**src/rtl/i2c_rm_pkg.sv**
```systemverilog
package i2c_rm_pkg;
    typedef enum logic [2:0] {
        ST_IDLE,
        ST_START,
        ST_TX,
        ST_RX,
        ST_RESTART,
        ST_STOP
    } state_t;

    typedef enum logic [1:0] {
        K_ADDR_W,
        K_REG,
        K_DATA,
        K_ADDR_R
    } kind_t;

    localparam int BYTE_W = 8;
endpackage

```
**src/rtl/i2c_rm_tick.sv**
```systemverilog
module i2c_rm_tick #(
    parameter int DIV_W = 8
) (
    input  logic             clk,
    input  logic             rst_n,
    input  logic             run_i,
    input  logic [DIV_W-1:0] div_i,
    output logic             tick_o,
    output logic [1:0]       phase_o
);
    logic [DIV_W-1:0] cnt_q;
    logic [1:0]       phase_q;

    always_ff @(posedge clk or negedge rst_n) begin
        if (!rst_n) begin
            cnt_q   <= '0;
            phase_q <= 2'd0;
        end else if (!run_i) begin
            cnt_q   <= div_i;
            phase_q <= 2'd0;
        end else if (cnt_q == '0) begin
            cnt_q   <= div_i;
            phase_q <= phase_q + 2'd1;
        end else begin
            cnt_q <= cnt_q - 1'b1;
        end
    end

    assign tick_o  = run_i && (cnt_q == '0);
    assign phase_o = phase_q;
endmodule

```
**src/rtl/i2c_rm_shift.sv**
```systemverilog
module i2c_rm_shift #(
    parameter int W = 8
) (
    input  logic         clk,
    input  logic         rst_n,
    input  logic         load_i,
    input  logic [W-1:0] val_i,
    input  logic         shl_i,
    input  logic         sin_en_i,
    input  logic         sin_i,
    output logic [W-1:0] q_o
);
    always_ff @(posedge clk or negedge rst_n) begin
        if (!rst_n) begin
            q_o <= '0;
        end else if (load_i) begin
            q_o <= val_i;
        end else if (shl_i) begin
            q_o <= {q_o[W-2:0], 1'b0};
        end else if (sin_en_i) begin
            q_o <= {q_o[W-2:0], sin_i};
        end
    end
endmodule

```
**src/rtl/i2c_reg_master.sv**
```systemverilog
module i2c_reg_master
    import i2c_rm_pkg::*;
#(
    parameter logic [6:0] SLV_ADDR = 7'h68,
    parameter int         DIV_W    = 8,
    parameter int         CNT_W    = 4
) (
    input  logic             clk,
    input  logic             rst_n,
    input  logic             start_i,
    input  logic             rd_i,
    input  logic [7:0]       reg_addr_i,
    input  logic [7:0]       wdata_i,
    input  logic [CNT_W-1:0] nbytes_i,
    input  logic [DIV_W-1:0] clk_div_i,
    output logic             wtake_o,
    output logic [7:0]       rdata_o,
    output logic             rvalid_o,
    output logic             done_o,
    output logic             err_o,
    output logic             busy_o,
    output logic             scl_o,
    input  logic             sda_i,
    output logic             sda_o,
    output logic             sda_oe_o
);
    localparam int          BIT_W    = 4;
    localparam logic [3:0]  ACK_SLOT = 4'd8;
    localparam logic [CNT_W-1:0] ONE = CNT_W'(1);

    state_t            state_q, state_d;
    kind_t             kind_q, kind_d;
    logic [BIT_W-1:0]  bit_q, bit_d;
    logic [CNT_W-1:0]  rem_q, rem_d;
    logic              rw_q, rw_d;
    logic [7:0]        reg_q, reg_d;
    logic              nack_q;
    logic              err_q, done_q, wtake_q, rvalid_q;
    logic [7:0]        rdata_q;

    logic              tick, unit_end, samp;
    logic [1:0]        phase;
    logic              ld, shl, sin_en;
    logic [7:0]        ld_val, shreg;
    logic              ack_cap, err_set, err_clr, done_set, wtake_set, rvalid_set;

    i2c_rm_tick #(.DIV_W(DIV_W)) u_tick (
        .clk     (clk),
        .rst_n   (rst_n),
        .run_i   (state_q != ST_IDLE),
        .div_i   (clk_div_i),
        .tick_o  (tick),
        .phase_o (phase)
    );

    i2c_rm_shift #(.W(BYTE_W)) u_shift (
        .clk      (clk),
        .rst_n    (rst_n),
        .load_i   (ld),
        .val_i    (ld_val),
        .shl_i    (shl),
        .sin_en_i (sin_en),
        .sin_i    (sda_i),
        .q_o      (shreg)
    );

    assign unit_end = tick && (phase == 2'd3);
    assign samp     = tick && (phase == 2'd2);

    // Next-state and datapath control
    always_comb begin
        state_d    = state_q;
        kind_d     = kind_q;
        bit_d      = bit_q;
        rem_d      = rem_q;
        rw_d       = rw_q;
        reg_d      = reg_q;
        ld         = 1'b0;
        ld_val     = 8'h00;
        shl        = 1'b0;
        sin_en     = 1'b0;
        ack_cap    = 1'b0;
        err_set    = 1'b0;
        err_clr    = 1'b0;
        done_set   = 1'b0;
        wtake_set  = 1'b0;
        rvalid_set = 1'b0;
        unique case (state_q)
            ST_IDLE: begin
                if (start_i) begin
                    state_d = ST_START;
                    kind_d  = K_ADDR_W;
                    bit_d   = '0;
                    rem_d   = (nbytes_i == '0) ? ONE : nbytes_i;
                    rw_d    = rd_i;
                    reg_d   = reg_addr_i;
                    ld      = 1'b1;
                    ld_val  = {SLV_ADDR, 1'b0};
                    err_clr = 1'b1;
                end
            end
            ST_START: begin
                if (unit_end) state_d = ST_TX;
            end
            ST_TX: begin
                if (samp && (bit_q == ACK_SLOT)) ack_cap = 1'b1;
                if (unit_end) begin
                    if (bit_q != ACK_SLOT) begin
                        bit_d = bit_q + 1'b1;
                        shl   = 1'b1;
                    end else begin
                        bit_d = '0;
                        if (nack_q) begin
                            state_d = ST_STOP;
                            err_set = (kind_q != K_DATA);
                        end else begin
                            unique case (kind_q)
                                K_ADDR_W: begin
                                    kind_d = K_REG;
                                    ld     = 1'b1;
                                    ld_val = reg_q;
                                end
                                K_REG: begin
                                    if (rw_q) begin
                                        state_d = ST_RESTART;
                                    end else begin
                                        kind_d    = K_DATA;
                                        ld        = 1'b1;
                                        ld_val    = wdata_i;
                                        wtake_set = 1'b1;
                                    end
                                end
                                K_DATA: begin
                                    if (rem_q == ONE) begin
                                        state_d = ST_STOP;
                                    end else begin
                                        rem_d     = rem_q - 1'b1;
                                        ld        = 1'b1;
                                        ld_val    = wdata_i;
                                        wtake_set = 1'b1;
                                    end
                                end
                                K_ADDR_R: begin
                                    state_d = ST_RX;
                                    kind_d  = K_DATA;
                                end
                            endcase
                        end
                    end
                end
            end
            ST_RX: begin
                if (samp && (bit_q != ACK_SLOT)) sin_en = 1'b1;
                if (unit_end) begin
                    if (bit_q != ACK_SLOT) begin
                        bit_d = bit_q + 1'b1;
                    end else begin
                        bit_d      = '0;
                        rvalid_set = 1'b1;
                        if (rem_q == ONE) state_d = ST_STOP;
                        else              rem_d   = rem_q - 1'b1;
                    end
                end
            end
            ST_RESTART: begin
                if (unit_end) begin
                    state_d = ST_TX;
                    kind_d  = K_ADDR_R;
                    ld      = 1'b1;
                    ld_val  = {SLV_ADDR, 1'b1};
                end
            end
            ST_STOP: begin
                if (unit_end) begin
                    state_d  = ST_IDLE;
                    done_set = 1'b1;
                end
            end
            default: state_d = ST_IDLE;
        endcase
    end

    // State register
    always_ff @(posedge clk or negedge rst_n) begin
        if (!rst_n) begin
            state_q  <= ST_IDLE;
            kind_q   <= K_ADDR_W;
            bit_q    <= '0;
            rem_q    <= '0;
            rw_q     <= 1'b0;
            reg_q    <= 8'h00;
            nack_q   <= 1'b0;
            err_q    <= 1'b0;
            done_q   <= 1'b0;
            wtake_q  <= 1'b0;
            rvalid_q <= 1'b0;
            rdata_q  <= 8'h00;
        end else begin
            state_q  <= state_d;
            kind_q   <= kind_d;
            bit_q    <= bit_d;
            rem_q    <= rem_d;
            rw_q     <= rw_d;
            reg_q    <= reg_d;
            done_q   <= done_set;
            wtake_q  <= wtake_set;
            rvalid_q <= rvalid_set;
            if (ack_cap)    nack_q  <= sda_i;
            if (rvalid_set) rdata_q <= shreg;
            if (err_clr)      err_q <= 1'b0;
            else if (err_set) err_q <= 1'b1;
        end
    end

    // Bus outputs
    always_comb begin
        scl_o    = 1'b1;
        sda_oe_o = 1'b0;
        unique case (state_q)
            ST_IDLE: begin
                scl_o    = 1'b1;
                sda_oe_o = 1'b0;
            end
            ST_START: begin
                scl_o    = (phase != 2'd3);
                sda_oe_o = (phase != 2'd0);
            end
            ST_TX: begin
                scl_o    = phase[1];
                sda_oe_o = (bit_q != ACK_SLOT) && !shreg[7];
            end
            ST_RX: begin
                scl_o    = phase[1];
                sda_oe_o = (bit_q == ACK_SLOT) && (rem_q != ONE);
            end
            ST_RESTART: begin
                scl_o    = (phase == 2'd1) || (phase == 2'd2);
                sda_oe_o = phase[1];
            end
            ST_STOP: begin
                scl_o    = (phase != 2'd0);
                sda_oe_o = !phase[1];
            end
            default: begin
                scl_o    = 1'b1;
                sda_oe_o = 1'b0;
            end
        endcase
    end

    assign sda_o    = 1'b0;
    assign busy_o   = (state_q != ST_IDLE);
    assign done_o   = done_q;
    assign err_o    = err_q;
    assign wtake_o  = wtake_q;
    assign rvalid_o = rvalid_q;
    assign rdata_o  = rdata_q;
endmodule

```
**config.mk**
```make
export PLATFORM = sky130hd
export DESIGN_NAME = i2c_reg_master
export DESIGN_NICKNAME = d
export VERILOG_FILES = /design/src/rtl/i2c_rm_pkg.sv /design/src/rtl/i2c_rm_tick.sv /design/src/rtl/i2c_rm_shift.sv /design/src/rtl/i2c_reg_master.sv
export SDC_FILE = /design/constraint.sdc
export NUM_CORES = 1
export LEC_CHECK = 0
export ABC_AREA = 1
export BUFFER_PORTS_ARGS = -buffer_cell sky130_fd_sc_hd__buf_4
export CAP_MARGIN = 20
export CORE_ASPECT_RATIO = 2
export CORE_MARGIN = 2
export CORE_UTILIZATION = 46
export DETAILED_ROUTE_END_ITERATION = 10
export PLACE_DENSITY = 0.65
export SKIP_CTS_REPAIR_TIMING = 1
export SLEW_MARGIN = 20
export SYNTH_ARGS = -nofsm -noshare
export SYNTH_HDL_FRONTEND = slang
export SYNTH_HIERARCHICAL = 1
export SYNTH_SLANG_ARGS = --single-unit
```
**constraint.sdc**
```tcl
create_clock -name clk -period 2.9 [get_ports clk]
set_input_delay 0.29 -clock clk [delete_from_list [all_inputs] [get_ports clk]]
set_output_delay 0.29 -clock clk [all_outputs]
set_load 0.02 [all_outputs]
```
### Word level (Yosys, flattened, before mapping)

Cells that the tools add are included.

* add/subtract/negate cells: 4
* eq/ne operators: 33
* mux-type cells: 84
* reduce and logical (&&, ||, !) cells: 28

Operators with widths (count)
* 8-bit two-way mux: 12
* 4-bit two-way mux: 12
* 8-bit case mux with 3 select lines: 2
* 3-bit two-way mux: 10
* 1-bit two-way mux: 29
* 2-bit != test (second input constant): 11
* 2-bit two-way mux: 8
* 8-bit AND reduction: 2
* 3-bit case mux with 5 select lines: 1
* 2-bit case mux with 3 select lines: 2
* 4-bit case mux with 3 select lines: 1
* 3-bit nonzero test: 4
* 3-bit case mux with 3 select lines: 1
* 9-bit AND reduction: 1
* 2-bit equality test (second input constant): 4
* 8-bit logical NOT: 1
* 4-bit by 1-bit != test with 1-bit output (second input constant): 2
* 4-bit != test (second input constant): 2
* 4-bit case mux with 2 select lines: 1
* 8-bit by 1-bit subtractor with 8-bit output (second input constant): 1
* 1-bit logical AND: 7
* 3-bit by 2-bit equality test with 1-bit output (second input constant): 2
* 3-bit equality test (second input constant): 2
* 2-bit by 1-bit != test with 1-bit output (second input constant): 3
* other kinds (22): 28

* flip-flop bits (word level): 53

### Depth between registers and ports, before layout

* depth after elaboration: 9
* gate-level depth with buffers: 16

### By module

The synthesis kept the hierarchy.

Modules (own cells, without submodules)
* i2c_reg_master: instances 1, cells each 305, area each 2274.7 µm²
* i2c_rm_tick: instances 1, cells each 76, area each 628.1 µm²
* i2c_rm_shift: instances 1, cells each 62, area each 424.2 µm²

### Worst setup path after synthesis

OpenSTA, ideal clock, no wires.

* path kind: reg2reg
* start: reg state_q[0]
* end: reg u_shift.q_o[1]
* library setup time: 0.116 ns
* arrival time: 2.336 ns
* required time: 2.784 ns
* path slack: 0.447 ns
* cell stages (with the launch flop): 16
* buffers on the path: 2
* period minus slack after synthesis: 2.453 ns
* cells stage by stage: dfrtp_1 buf_2 nor2_1 nand2_1 inv_1 nor3_1 nand2_1 inv_1 nand4_2 inv_2 o21ai_0 nand2_1 buf_4 o21ai_0 nand2_1 nand2_1

RTL lines
* from (decl): RTL line i2c_reg_master.sv:31 `state_t state_q, state_d;`
* from (signal assigned): RTL line i2c_reg_master.sv:199 `state_q <= state_d;`
* 3-bit nonzero test (*)
* named net busy_o: RTL line i2c_reg_master.sv:21 `output logic busy_o,`
* 1-bit logical AND (*): RTL line i2c_rm_tick.sv:29 `assign tick_o = run_i && (cnt_q == '0);`
* named net tick: RTL line i2c_reg_master.sv:41 `logic tick, unit_end, samp;`
* 1-bit logical AND (*): RTL line i2c_reg_master.sv:67 `assign unit_end = tick && (phase == 2'd3);`
* 1-bit two-way mux (on tied branches): RTL line i2c_reg_master.sv:166, i2c_reg_master.sv:107
* 1-bit case mux with 3 select lines (*): RTL line i2c_reg_master.sv:88 `unique case (state_q)`
* named net ld: RTL line i2c_reg_master.sv:43 `logic ld, shl, sin_en;`
* 3-bit nonzero test (no line) / 8-bit two-way mux (equally long branches)
* to (signal assigned): RTL line i2c_rm_shift.sv:17 `q_o <= val_i;`
* to (signal assigned): RTL line i2c_rm_shift.sv:19 `q_o <= {q_o[W-2:0], 1'b0};`
* to (signal assigned): RTL line i2c_rm_shift.sv:21 `q_o <= {q_o[W-2:0], sin_i};`
* to (decl): RTL line i2c_rm_shift.sv:11 `output logic [W-1:0] q_o`

The timed path passes the listed nets; every way through them passes the cells marked *.
A chain may end at the register's enable or synchronous reset.

### Worst setup path in the final report

* start: reg u_tick.cnt_q[0]
* end: reg u_shift.q_o[4]

RTL lines
* from (decl): RTL line i2c_rm_tick.sv:11 `logic [DIV_W-1:0] cnt_q;`
* from (signal assigned): RTL line i2c_rm_tick.sv:19 `cnt_q <= div_i;`
* from (signal assigned): RTL line i2c_rm_tick.sv:22 `cnt_q <= div_i;`
* from (signal assigned): RTL line i2c_rm_tick.sv:25 `cnt_q <= cnt_q - 1'b1;`
* 8-bit logical NOT (*): RTL line i2c_rm_tick.sv:29
* 1-bit logical AND (*): RTL line i2c_rm_tick.sv:29
* named net tick: RTL line i2c_reg_master.sv:41
* 1-bit logical AND (*): RTL line i2c_reg_master.sv:67
* 1-bit two-way mux (on tied branches): RTL line i2c_reg_master.sv:166, i2c_reg_master.sv:107
* 1-bit case mux with 3 select lines (*): RTL line i2c_reg_master.sv:88
* named net ld: RTL line i2c_reg_master.sv:43
* 3-bit nonzero test (no line) / 8-bit two-way mux (equally long branches)

Marks and branches as above.

==> results.txt <==
The run finished with clean final reports. The number of violations reported at the end of detailed-routing iteration 0 came out at between 150 and 200. The fill cell instance count of the final layout came out at a little under 700. The worst setup path is captured at a register. The clock latency on the worst-skew pair came out at 0.29 ns. The relative contribution of sequential cells to total power is 33.7%. The type of origin of the critical path is a register.

Setup repair after global routing left no endpoint under its margin. The switching share of power is 45.63%. The final critical delay including setup and external delays is ~2.5 ns. The critical path is of the reg2reg type. By instance count, the cell type seen most on the critical path is sky130_fd_sc_hd__nand2_1. The top-level port count is a little under 50. In this run the deepest clock path goes through 2 buffers.

The library cell used most frequently in the layout, excluding fill and tap cells, is sky130_fd_sc_hd__nand2_1. The H-tree was split into 2 levels. The worst hold path belongs to the class in2async. The maximum cell stage delay along the critical path came out at slightly below 0.4 ns.

Synthesis inferred 53 register bits. Headroom to the max-slew limit came out at between 50% and 60%. In this run the power spent charging and discharging nets is between 1.5 and 2 mW. The critical-path maximum fanout is 13. STA puts the critical path data arrival time at 2.72 ns.

The effective utilization at floorplan came out at between 40 and 50%. 0 antenna diodes ended up in the layout. In the final timing run, aggregate negative setup slack is 0 ns.

The critical path data required time came out at ~3.1 ns. TritonCTS built the clock tree. The final net count came out at 540. The synthesized cell area is between 3000 and 4000 um^2. Compared with the post-synthesis result, the final layout area differs by 17.71%. The overall global routing resource usage came out at a little over a fifth. In the synthesized netlist, the number of instances is roughly 440. The maximum clock rate is 0.3941 GHz. The per-instance average area after synthesis is between 7 and 8 um^2. The area of all placed cells without fillers is between 3000 and 4000 um^2. The fraction of layout cells with a size suffix above 1 is roughly a fifth. The remaining antenna violation count after routing came out at 0. The total via count after detailed routing came out at 2974. Among all stages on the critical path, the largest delay is contributed by sky130_fd_sc_hd__dfrtp_1.

The clock input transition at the sequential cells of the worst setup and hold paths came out at roughly 0.070 ns. The final critical-path setup slack is between 0.3 and 0.4 ns. The clock sink count came out at 53. The share of the clock period used by the worst path after layout came out at 87.51%.

For the pin with the worst max-slew slack, the measured transition is between 0.6 and 0.7 ns. The root buffer selected by CTS is sky130_fd_sc_hd__clkbuf_16. The number of pins with negative max-slew slack in the final report is 0. IR analysis of the VDD net gives a maximum drop of 0.5155 mV. In the routed design, unresolved DRC markers number 0. The setup skew after layout came out at 0.003203 ns. The floorplan step defined a core boundary enclosing around 7000 um^2. The internal power came out at around 1.9 mW. The final-report hold violation count came out at 0. The total cell area at the placement stage is between 3000 and 4000 um^2.

The number of rows created at floorplan came out at 43. The top cell types in the final layout, fill and taps aside, are 148 x sky130_fd_sc_hd__nand2_1, 54 x sky130_fd_sc_hd__inv_1, 53 x sky130_fd_sc_hd__dfrtp_1, 52 x sky130_fd_sc_hd__buf_4, 31 x sky130_fd_sc_hd__nor2_1. For this run, the register share of the synthesized area comes to between 30 and 40%.

The core utilization of the finished layout is between 50% and 60%. The power share of the combinational group is 49.5%. The HPWL after detailed placement is 6456 um.

The maximum number of pins on one net before global-route repair came out at 54. The setup slack after placement is ~0.30 ns. The netlist uses 40 different library cells. The total overflow reported by the global router is 0.

The die covers ~8000 um^2. The critical path goes through inv_1 > ha_1 > nand2_1 > nor3_1 > nand2_1 > inv_1 > nand4_2 > inv_2 > o21ai_0 > nand2_2 > nor2_2 > nand2_4 > inv_2 > nand2_1 > nand2_1. The worst hold slack is ~0.035 ns. The net count after synthesis is slightly below 500. Clock tree synthesis inserted a total of 5 buffers.

For this run, the number of Yosys warnings is 6. The number of port buffers came out at 47. The horizontal die dimension is between 60 and 70 um.

The power per unit of standard cell area is a little over 900 nW/um^2. The detailed-route wire length per cell is about 14 um. The standby leakage power is 2.063 nW. The first TritonRoute pass finished after 4 iterations. The number of global-route vias before repair is 3021. The number of setup violations in the final report is 0. The first global-routing pass estimated around 14000 um of wire. Across the run, the number of max-cap violations was 0.

The number of antenna violations at the first check in global routing came to 0. The average via count per standard cell is roughly 5. The congestion estimate from routability-driven global placement came to ~0.92. The height of the chip is approximately 120 um. The final wirelength came out at 8171 um. The fraction of power consumed by the clock network came out at ~17%.
-- final cells by class --
class	count	area (um^2)	share of cell area (%)
multi-input cells	321	1709	43.64
well taps	90	112.6	2.875
clock buffers	5	125.1	3.195
repair buffers	52	390.4	9.968
clock inverters	3	21.27	0.5431
inverters	61	231.5	5.911
flip-flops and latches	53	1326	33.87
-- synth_stat cells --
cell type / count / area (um^2)
sky130_fd_sc_hd__nand2_1: 149 / 559.3
sky130_fd_sc_hd__inv_1: 54 / 202.7
sky130_fd_sc_hd__dfrtp_1: 53 / 1326
sky130_fd_sc_hd__nor2_1: 31 / 116.4
sky130_fd_sc_hd__o21ai_0: 23 / 115.1
sky130_fd_sc_hd__nand3_1: 20 / 100.1
sky130_fd_sc_hd__a21oi_1: 14 / 70.07
sky130_fd_sc_hd__ha_1: 13 / 162.7
sky130_fd_sc_hd__nor2_2: 8 / 50.05
sky130_fd_sc_hd__inv_2: 6 / 22.52
sky130_fd_sc_hd__nand4_1: 6 / 37.54
sky130_fd_sc_hd__nor3_1: 6 / 30.03
sky130_fd_sc_hd__o21ai_2: 6 / 52.55
sky130_fd_sc_hd__nand2_4: 5 / 56.30
sky130_fd_sc_hd__nor2_4: 5 / 56.30
sky130_fd_sc_hd__a22o_1: 4 / 35.03
sky130_fd_sc_hd__a22oi_1: 4 / 30.03
sky130_fd_sc_hd__o21ai_1: 4 / 20.02
sky130_fd_sc_hd__buf_6: 3 / 33.78
sky130_fd_sc_hd__xnor2_1: 3 / 26.28
sky130_fd_sc_hd__a21oi_2: 2 / 17.52
sky130_fd_sc_hd__a31oi_1: 2 / 12.51
sky130_fd_sc_hd__buf_2: 2 / 10.01
sky130_fd_sc_hd__buf_4: 2 / 15.01
sky130_fd_sc_hd__nand2_2: 2 / 12.51
sky130_fd_sc_hd__nand3_2: 2 / 20.02
sky130_fd_sc_hd__clkbuf_1: 1 / 3.750
sky130_fd_sc_hd__conb_1: 1 / 3.750
sky130_fd_sc_hd__inv_4: 1 / 6.260
sky130_fd_sc_hd__mux2i_1: 1 / 10.01
sky130_fd_sc_hd__nand3b_1: 1 / 7.510
sky130_fd_sc_hd__nand3b_4: 1 / 20.02
sky130_fd_sc_hd__nand4_2: 1 / 12.51
sky130_fd_sc_hd__nor2_8: 1 / 20.02
sky130_fd_sc_hd__nor4_1: 1 / 6.260
sky130_fd_sc_hd__o211ai_1: 1 / 7.510
sky130_fd_sc_hd__o21ai_4: 1 / 16.27
sky130_fd_sc_hd__o21bai_1: 1 / 7.510
sky130_fd_sc_hd__o22ai_1: 1 / 6.260
sky130_fd_sc_hd__xor2_1: 1 / 8.760
-- through the flow --
stage | instances | power, mW
after floorplan | 443 | 2.515
after global placement | 577 | 2.948
after detailed placement | 577 | 2.979
after CTS | 585 | 3.601
after global routing | 585 | 3.877
final | 585 | 3.569
-- worst paths after layout --
path | startpoint | end | slack, ns | depth (start not counted)
worst max-delay path | u_tick/cnt_q[0]$_DFF_PN0_ | u_shift/q_o[4]$_DFFE_PN0P_ | 0.36 | 15
worst min-delay path | rst_n | rdata_o[7]$_DFFE_PN0P_ | 0.04 | 1
worst max register to register | u_tick/cnt_q[0]$_DFF_PN0_ | u_shift/q_o[4]$_DFFE_PN0P_ | 0.36 | 15
worst min register to register | u_tick/cnt_q[0]$_DFF_PN0_ | u_tick/cnt_q[0]$_DFF_PN0_ | 0.46 | 1
max in group asynchronous | rst_n | err_o$_DFFE_PN0P_ | 2.42 | 1
min in group clk | reg_addr_i[0] | reg_q[0]$_DFFE_PN0P_ | 0.20 | 3
-- cell families (layout without fill, tap and decap cells) --
kind of cell             count (synthesis)  after routing  share of synthesized area [%]
other                                    1              1                         0.1127
AND/OR/NAND/NOR                        239            239                          33.21
adder cells (fa/ha/maj)                 13             13                          4.889
multiplexers                             1              1                         0.3009
buffers and inverters                   69            121                          8.838
flip-flops                              53             53                          39.86
AO/OA/AOI/OAI                           63             63                          11.73
XOR/XNOR                                 4              4                          1.053
-- critical path: cells and delay by family, from the launching register on --
| kind | cells | cell delay, ns |
|---|---|---|
| adders and majority gates | 1 | 0.17 |
| buffers and inverters | 4 | 0.48 |
| AOI/OAI and AO/OA | 1 | 0.11 |
| DFF | 1 | 0.39 |
| and+or+nand+nor | 9 | 1.26 |
-- power by group through the flow --
stage	logic (mW)	clock network [mW]	registers, mW
2_1_floorplan	1.38	0	1.13
3_3_place_gp	1.74	0	1.21
3_5_place_dp	1.76	0	1.22
4_1_cts	1.77	0.623	1.20
5_1_grt	2.00	0.646	1.23
6_report	1.77	0.599	1.20
-- state kept, by name (all words and copies together) (netlist names) --
signal,flops
rem_q,4
u_tick/cnt_q,8
done_o,1
u_shift/q_o,8
state_q,3
wtake_o,1
kind_q,2
reg_q,8
rdata_o,8
err_o,1
bit_q,4
rvalid_o,1
u_tick/phase_o,2
nack_q,1
rw_q,1
-- per-layer routing --
layer	vias up	GRT usage (%)	wire length, um
li1	1499	-	-
met1	1372	21.02	2792
met2	76	42.40	4734
met3	27	2.800	240
met4	0	12.77	402
met5	-	0	0
Note: power is estimated with default switching activity, not from simulation.
